==> src/rtl/rialu_pkg.sv <==
package rialu_pkg;
  localparam int XLEN_D = 32;
  localparam int IMMW_D = 16;
  localparam int CODEW_D = 6;

  typedef enum logic [3:0] {
    OP_NONE, OP_ADD, OP_SUB, OP_AND, OP_OR, OP_XOR, OP_NOR,
    OP_SLT, OP_SLTU, OP_SLL, OP_SRL, OP_SRA
  } alu_op_e;

  typedef struct packed {
    alu_op_e op;
    logic    use_imm;
    logic    ext_zero;
    logic    var_shift;
    logic    valid;
  } dec_t;
endpackage

==> src/rtl/rialu_decode.sv <==
module rialu_decode
  import rialu_pkg::*;
#(
  parameter int CODEW = CODEW_D
) (
  input  logic [CODEW-1:0] opcode,
  input  logic [CODEW-1:0] funct,
  output dec_t             dec
);
  always_comb begin
    dec = '0;
    dec.op = OP_NONE;
    if (opcode == '0) begin
      case (funct)
        6'h20, 6'h21: dec.op = OP_ADD;
        6'h22, 6'h23: dec.op = OP_SUB;
        6'h24: dec.op = OP_AND;
        6'h25: dec.op = OP_OR;
        6'h26: dec.op = OP_XOR;
        6'h27: dec.op = OP_NOR;
        6'h2A: dec.op = OP_SLT;
        6'h29: dec.op = OP_SLTU;
        6'h00: dec.op = OP_SLL;
        6'h02: dec.op = OP_SRL;
        6'h03: dec.op = OP_SRA;
        6'h04: begin dec.op = OP_SLL; dec.var_shift = 1'b1; end
        6'h06: begin dec.op = OP_SRL; dec.var_shift = 1'b1; end
        6'h07: begin dec.op = OP_SRA; dec.var_shift = 1'b1; end
        default: dec.op = OP_NONE;
      endcase
    end else begin
      dec.use_imm = 1'b1;
      case (opcode)
        6'h08: dec.op = OP_ADD;
        6'h0A: dec.op = OP_SLT;
        6'h0C: begin dec.op = OP_AND; dec.ext_zero = 1'b1; end
        6'h0D: begin dec.op = OP_OR;  dec.ext_zero = 1'b1; end
        6'h0E: begin dec.op = OP_XOR; dec.ext_zero = 1'b1; end
        default: dec.op = OP_NONE;
      endcase
    end
    dec.valid = (dec.op != OP_NONE);
  end
endmodule

==> src/rtl/rialu_operands.sv <==
module rialu_operands #(
  parameter int XLEN = 32,
  parameter int IMMW = 16,
  localparam int SHW = $clog2(XLEN)
) (
  input  logic            use_imm,
  input  logic            ext_zero,
  input  logic            var_shift,
  input  logic [XLEN-1:0] rs_val,
  input  logic [XLEN-1:0] rt_val,
  input  logic [IMMW-1:0] imm,
  input  logic [SHW-1:0]  shamt,
  output logic [XLEN-1:0] opa,
  output logic [XLEN-1:0] opb,
  output logic [SHW-1:0]  amt
);
  logic            fill;
  logic [XLEN-1:0] imm_ext;

  assign fill    = ext_zero ? 1'b0 : imm[IMMW-1];
  assign imm_ext = {{(XLEN-IMMW){fill}}, imm};
  assign opa     = rs_val;
  assign opb     = use_imm ? imm_ext : rt_val;
  assign amt     = var_shift ? rs_val[SHW-1:0] : shamt;
endmodule

==> src/rtl/rialu_core.sv <==
module rialu_core
  import rialu_pkg::*;
#(
  parameter int XLEN = 32,
  localparam int SHW = $clog2(XLEN)
) (
  input  alu_op_e         op,
  input  logic [XLEN-1:0] a,
  input  logic [XLEN-1:0] b,
  input  logic [SHW-1:0]  amt,
  output logic [XLEN-1:0] res
);
  function automatic logic lt_fn(input logic [XLEN-1:0] x, input logic [XLEN-1:0] y,
                                 input logic is_signed);
    if (is_signed && (x[XLEN-1] != y[XLEN-1])) return x[XLEN-1];
    return x < y;
  endfunction

  function automatic logic [XLEN-1:0] sar_fn(input logic [XLEN-1:0] x, input logic [SHW-1:0] n);
    logic [2*XLEN-1:0] wide;
    wide = {{XLEN{x[XLEN-1]}}, x} >> n;
    return wide[XLEN-1:0];
  endfunction

  always_comb begin
    case (op)
      OP_ADD:  res = a + b;
      OP_SUB:  res = a - b;
      OP_AND:  res = a & b;
      OP_OR:   res = a | b;
      OP_XOR:  res = a ^ b;
      OP_NOR:  res = ~(a | b);
      OP_SLT:  res = {{(XLEN-1){1'b0}}, lt_fn(a, b, 1'b1)};
      OP_SLTU: res = {{(XLEN-1){1'b0}}, lt_fn(a, b, 1'b0)};
      OP_SLL:  res = b << amt;
      OP_SRL:  res = b >> amt;
      OP_SRA:  res = sar_fn(b, amt);
      default: res = '0;
    endcase
  end

  always_comb begin

    slt_narrow_chk: assert (!(op == OP_SLT || op == OP_SLTU) || res[XLEN-1:1] == '0)
      else $error("compare result wider than one bit");

    sra_fill_chk: assert (!(op == OP_SRA && b[XLEN-1]) || res[XLEN-1])
      else $error("arithmetic shift lost sign fill");

    srl_fill_chk: assert (!(op == OP_SRL && amt != '0) || !res[XLEN-1])
      else $error("logical shift filled with one");
  end
endmodule

==> src/rtl/rialu_exec.sv <==
module rialu_exec
  import rialu_pkg::*;
#(
  parameter int XLEN  = XLEN_D,
  parameter int IMMW  = IMMW_D,
  parameter int CODEW = CODEW_D,
  localparam int SHW  = $clog2(XLEN)
) (
  input  logic [CODEW-1:0] opcode,
  input  logic [CODEW-1:0] funct,
  input  logic [SHW-1:0]   shamt,
  input  logic [XLEN-1:0]  rs_val,
  input  logic [XLEN-1:0]  rt_val,
  input  logic [IMMW-1:0]  imm,
  output logic [XLEN-1:0]  result,
  output logic             wr_en,
  output logic             zero
);
  dec_t            dec;
  logic [XLEN-1:0] opa, opb;
  logic [SHW-1:0]  amt;

  rialu_decode #(.CODEW(CODEW)) u_dec (.opcode(opcode), .funct(funct), .dec(dec));

  rialu_operands #(.XLEN(XLEN), .IMMW(IMMW)) u_opnd (
    .use_imm(dec.use_imm), .ext_zero(dec.ext_zero), .var_shift(dec.var_shift),
    .rs_val(rs_val), .rt_val(rt_val), .imm(imm), .shamt(shamt),
    .opa(opa), .opb(opb), .amt(amt));

  rialu_core #(.XLEN(XLEN)) u_core (.op(dec.op), .a(opa), .b(opb), .amt(amt), .res(result));

  assign wr_en = dec.valid;
  assign zero  = (result == '0);

  always_comb begin

    no_write_zero_chk: assert (wr_en || result == '0)
      else $error("unrecognised code produced a value");

    andi_upper_chk: assert (!(dec.use_imm && dec.op == OP_AND) || result[XLEN-1:IMMW] == '0)
      else $error("zero-extended AND leaked upper bits");
  end
endmodule

==> config.mk <==
export PLATFORM = sky130hd
export DESIGN_NAME = rialu_exec
export DESIGN_NICKNAME = d
export VERILOG_FILES = /design/src/rtl/rialu_pkg.sv /design/src/rtl/rialu_decode.sv /design/src/rtl/rialu_operands.sv /design/src/rtl/rialu_core.sv /design/src/rtl/rialu_exec.sv
export SDC_FILE = /design/constraint.sdc
export NUM_CORES = 1
export LEC_CHECK = 0
export ABC_AREA = 1
export BUFFER_PORTS_ARGS = -buffer_cell sky130_fd_sc_hd__buf_4
export CAP_MARGIN = 30
export CORE_MARGIN = 2
export CORE_UTILIZATION = 50
export DETAILED_ROUTE_END_ITERATION = 8
export PLACE_DENSITY = 0.7
export SYNTH_ARGS = -nofsm -noshare
export SYNTH_HDL_FRONTEND = slang
export SYNTH_SLANG_ARGS = --single-unit
==> constraint.sdc <==
create_clock -name vclk -period 5
set_input_delay 0.5 -clock vclk [all_inputs]
set_output_delay 0.5 -clock vclk [all_outputs]
set_load 0.01 [all_outputs]
==> flow_metrics.env <==
export IMPL_postSynthNetCount=2297
export IMPL_synth_seq_area_share=0
export IMPL_power_static_leakage_nw=6.83
export IMPL_drtIter0Drc=2347
export IMPL_timing_setup_critical_path_class="primary input to output pin"
export IMPL_yosys_warns=0
export IMPL_finalHoldViolations=0
export IMPL_post_route_drc_count=0
export IMPL_overflow=0
export IMPL_area_growth_syn_to_layout_pct=20.5
export IMPL_worst_slew_pin_slew_ns=1.08
export IMPL_placement_rows=52
export IMPL_number_of_max_cap_violations=0
export IMPL_multiInputGateArea_um2=9190
export IMPL_clkbuf_count=0
export IMPL_drt_pass1_iterations=6
export IMPL_finalWorstPathRequiredPeriod_ns=4.86
export IMPL_switching_power_uw=901
export IMPL_internal_pwr_total_uw=476
export IMPL_initial_utilization=0.511
export IMPL_finish_utilization=0.616
export IMPL_critical_path_endpoint_type="output pin"
export IMPL_insertedDiodeCount=0
export IMPL_io_pins=131
export IMPL_antenna_found_initial=0
export IMPL_power_clock_fraction=0
export IMPL_grt_first_pass_wirelength_um=78000
export IMPL_worst_ep_arrival_time_ns=4.36
export IMPL_drt_vias_per_instance=6.18
export IMPL_hold_class="primary input to output pin"
export IMPL_max_vdd_ir_drop_mv=0.0656
export IMPL_worst_path_dominant_cell_family="simple AND/OR/NAND/NOR gates"
export IMPL_portBuffers=131
export IMPL_seq_power_share=0
export IMPL_global_route_usage_total=0.454
export IMPL_worstHoldStart="rs_val[25]"
export IMPL_first_global_vias=14130
export IMPL_cellPowerDensity_nw_per_um2=111
export IMPL_worst_ep_required_time_ns=4.50
export IMPL_fin_crit_sh=0.972
export IMPL_fmax_mhz=206
export IMPL_route_detailed_wl_per_inst_um=20.5
export IMPL_nFlopsAndLatches=0
export IMPL_placeableCoreArea_um2=20200
export IMPL_place_hpwl_um=42500
export IMPL_final_hold_worst_slack_ns=1.77
export IMPL_route_antenna_remaining_nets=0
export IMPL_layout_drive_gt1_share=0.160
export IMPL_synthesis_area_um2=10300
export IMPL_die_x_um=148
export IMPL_finalSetupTns_ns=0
export IMPL_die_height_um=148
export IMPL_final_fill_count=2110
export IMPL_run_status="finished clean"
export IMPL_netlist_instances=2102
export IMPL_post_synth_cell_area_avg_um2=4.92
export IMPL_crit_start_category="primary input"
export IMPL_worst_path_max_delay_cell="sky130_fd_sc_hd__fa_1"
export IMPL_switching_fraction_of_total_power=0.654
export IMPL_maxSlewHeadroom=0.276
export IMPL_grt_max_degree=64
export IMPL_nNetsFinal=2466
export IMPL_critical_path_buf_inv_count=7
export IMPL_routed_via_count=15681
export IMPL_totalWireLength_um=52100
export IMPL_crit_start="opcode[0]"
export IMPL_critPathMaxFanout=6
export IMPL_seqCellArea_um2=0
export IMPL_final_setup_viol_count=0
export IMPL_ys_types=53
export IMPL_floorplan_die_area_um2=21800
export IMPL_final_estimated_routing_congestion_in_global_placement=1.10
export IMPL_worst_path_largest_cell_delay_ns=0.42
export IMPL_report_final_slew_viol_count=0
export IMPL_comb_power_share=1.000
[what timing repair did]
action,4_1_cts,5_1_grt
endpoints found under the setup margin,1,5
gates cloned,0,2
buffers inserted,0,5
pin swaps,0,6
hold buffers,0,0
resized for setup,6,57
[power groups by stage]
stage | clock (mW) | sequential, mW | combinational [mW]
finish | 0 | 0 | 1.38
global route | 0 | 0 | 1.48
CTS | 0 | 0 | 1.29
detailed placement | 0 | 0 | 1.28
global placement | 0 | 0 | 1.27
floorplan | 0 | 0 | 0.781
[logic make-up after synthesis]
family,Yosys count,share of synthesized area
AOI/OAI and AO/OA,305,0.164
buffers and inverters,343,0.135
xor gates and xnor gates,20,0.0169
adders and majority gates,98,0.120
and+or+nand+nor,1336,0.564
[path summary, 6_finish.rpt]
| kind | to | slack [ns] | depth (start not counted) |
|---|---|---|---|
| worst min-delay path | result[25] | 1.77 | 10 |
| worst max-delay path | zero | 0.14 | 26 |
[Yosys cell counts, types with 3 or more instances]
library cell | count | share of area
sky130_fd_sc_hd__nand2_1 | 608 | 0.22
sky130_fd_sc_hd__nand3_1 | 421 | 0.20
sky130_fd_sc_hd__inv_1 | 239 | 0.087
sky130_fd_sc_hd__nor2_1 | 210 | 0.076
sky130_fd_sc_hd__a21oi_1 | 123 | 0.060
sky130_fd_sc_hd__o21ai_0 | 102 | 0.049
sky130_fd_sc_hd__ha_1 | 96 | 0.12
sky130_fd_sc_hd__buf_2 | 49 | 0.024
sky130_fd_sc_hd__clkbuf_1 | 24 | 0.0087
sky130_fd_sc_hd__nor3_1 | 22 | 0.011
sky130_fd_sc_hd__o21ai_1 | 22 | 0.011
sky130_fd_sc_hd__nand4_1 | 20 | 0.012
sky130_fd_sc_hd__xor2_1 | 20 | 0.017
sky130_fd_sc_hd__inv_2 | 13 | 0.0047
sky130_fd_sc_hd__or2_2 | 11 | 0.0067
sky130_fd_sc_hd__buf_4 | 10 | 0.0073
sky130_fd_sc_hd__or2_1 | 9 | 0.0054
sky130_fd_sc_hd__a21boi_0 | 7 | 0.0051
sky130_fd_sc_hd__a21o_1 | 7 | 0.0051
sky130_fd_sc_hd__nand2_2 | 7 | 0.0042
sky130_fd_sc_hd__nor2_2 | 7 | 0.0042
sky130_fd_sc_hd__nor2_4 | 7 | 0.0076
sky130_fd_sc_hd__o21a_1 | 7 | 0.0051
sky130_fd_sc_hd__buf_1 | 6 | 0.0022
sky130_fd_sc_hd__o211ai_1 | 6 | 0.0044
sky130_fd_sc_hd__o22ai_1 | 6 | 0.0036
sky130_fd_sc_hd__nor4_1 | 5 | 0.0030
sky130_fd_sc_hd__o21ai_2 | 4 | 0.0034
sky130_fd_sc_hd__o2111ai_1 | 3 | 0.0025
[through the flow]
step	instances	area [µm²]	power [mW]	setup slack, ns
final	2539	12500	1.38	0.142
after floorplan	2102	10300	0.781	0.795
after global placement	2532	12200	1.27	-0.101
after detailed placement	2532	12200	1.28	-0.115
after global routing	2539	12500	1.48	-0.0343
after CTS	2532	12200	1.29	0.0206
[worst min-delay path, cell delays in order]
cell and delay, ns:
sky130_fd_sc_hd__buf_4 0.12, sky130_fd_sc_hd__inv_1 0.05, sky130_fd_sc_hd__ha_1 0.15, sky130_fd_sc_hd__nand2_1 0.06
sky130_fd_sc_hd__nand3_1 0.07, sky130_fd_sc_hd__nor2_1 0.04, sky130_fd_sc_hd__nand2_1 0.05, sky130_fd_sc_hd__nor2_1 0.06
sky130_fd_sc_hd__inv_1 0.05, sky130_fd_sc_hd__buf_4 0.11
[cell type report]
class                      instances  area share
multi-input combinational       1761       0.738
inverter                         252      0.0759
timing repair buffer             256       0.159
tap                              270      0.0271
[per-layer routing]
layer / up-vias / global-route usage / wire [µm]
li1: 7229 / - / -
met1: 6946 / 0.598 / 19900
met2: 1259 / 0.684 / 21400
met3: 247 / 0.0688 / 6320
met4: 0 / 0.306 / 4520
met5: - / 0 / 0
[placed cells by master, fill, tap and decap left out, types with 6 or more instances in the layout]
master and count:
sky130_fd_sc_hd__nand2_1 603, sky130_fd_sc_hd__nand3_1 419, sky130_fd_sc_hd__buf_4 251, sky130_fd_sc_hd__inv_1 236, sky130_fd_sc_hd__nor2_1 203, sky130_fd_sc_hd__a21oi_1 111
sky130_fd_sc_hd__o21ai_0 93, sky130_fd_sc_hd__ha_1 92, sky130_fd_sc_hd__o21ai_1 23, sky130_fd_sc_hd__nand4_1 20, sky130_fd_sc_hd__xor2_1 20, sky130_fd_sc_hd__inv_2 16
sky130_fd_sc_hd__nor3_1 16, sky130_fd_sc_hd__nor2_2 13, sky130_fd_sc_hd__nand2_2 12, sky130_fd_sc_hd__a21oi_2 12, sky130_fd_sc_hd__or2_2 11, sky130_fd_sc_hd__o21ai_2 10
sky130_fd_sc_hd__nor2_4 9, sky130_fd_sc_hd__or2_1 9, sky130_fd_sc_hd__o21a_1 7, sky130_fd_sc_hd__a21o_1 7, sky130_fd_sc_hd__o211ai_1 6, sky130_fd_sc_hd__o22ai_1 6
sky130_fd_sc_hd__nor3_2 6
No activity file was read; power rests on OpenSTA's default activity.
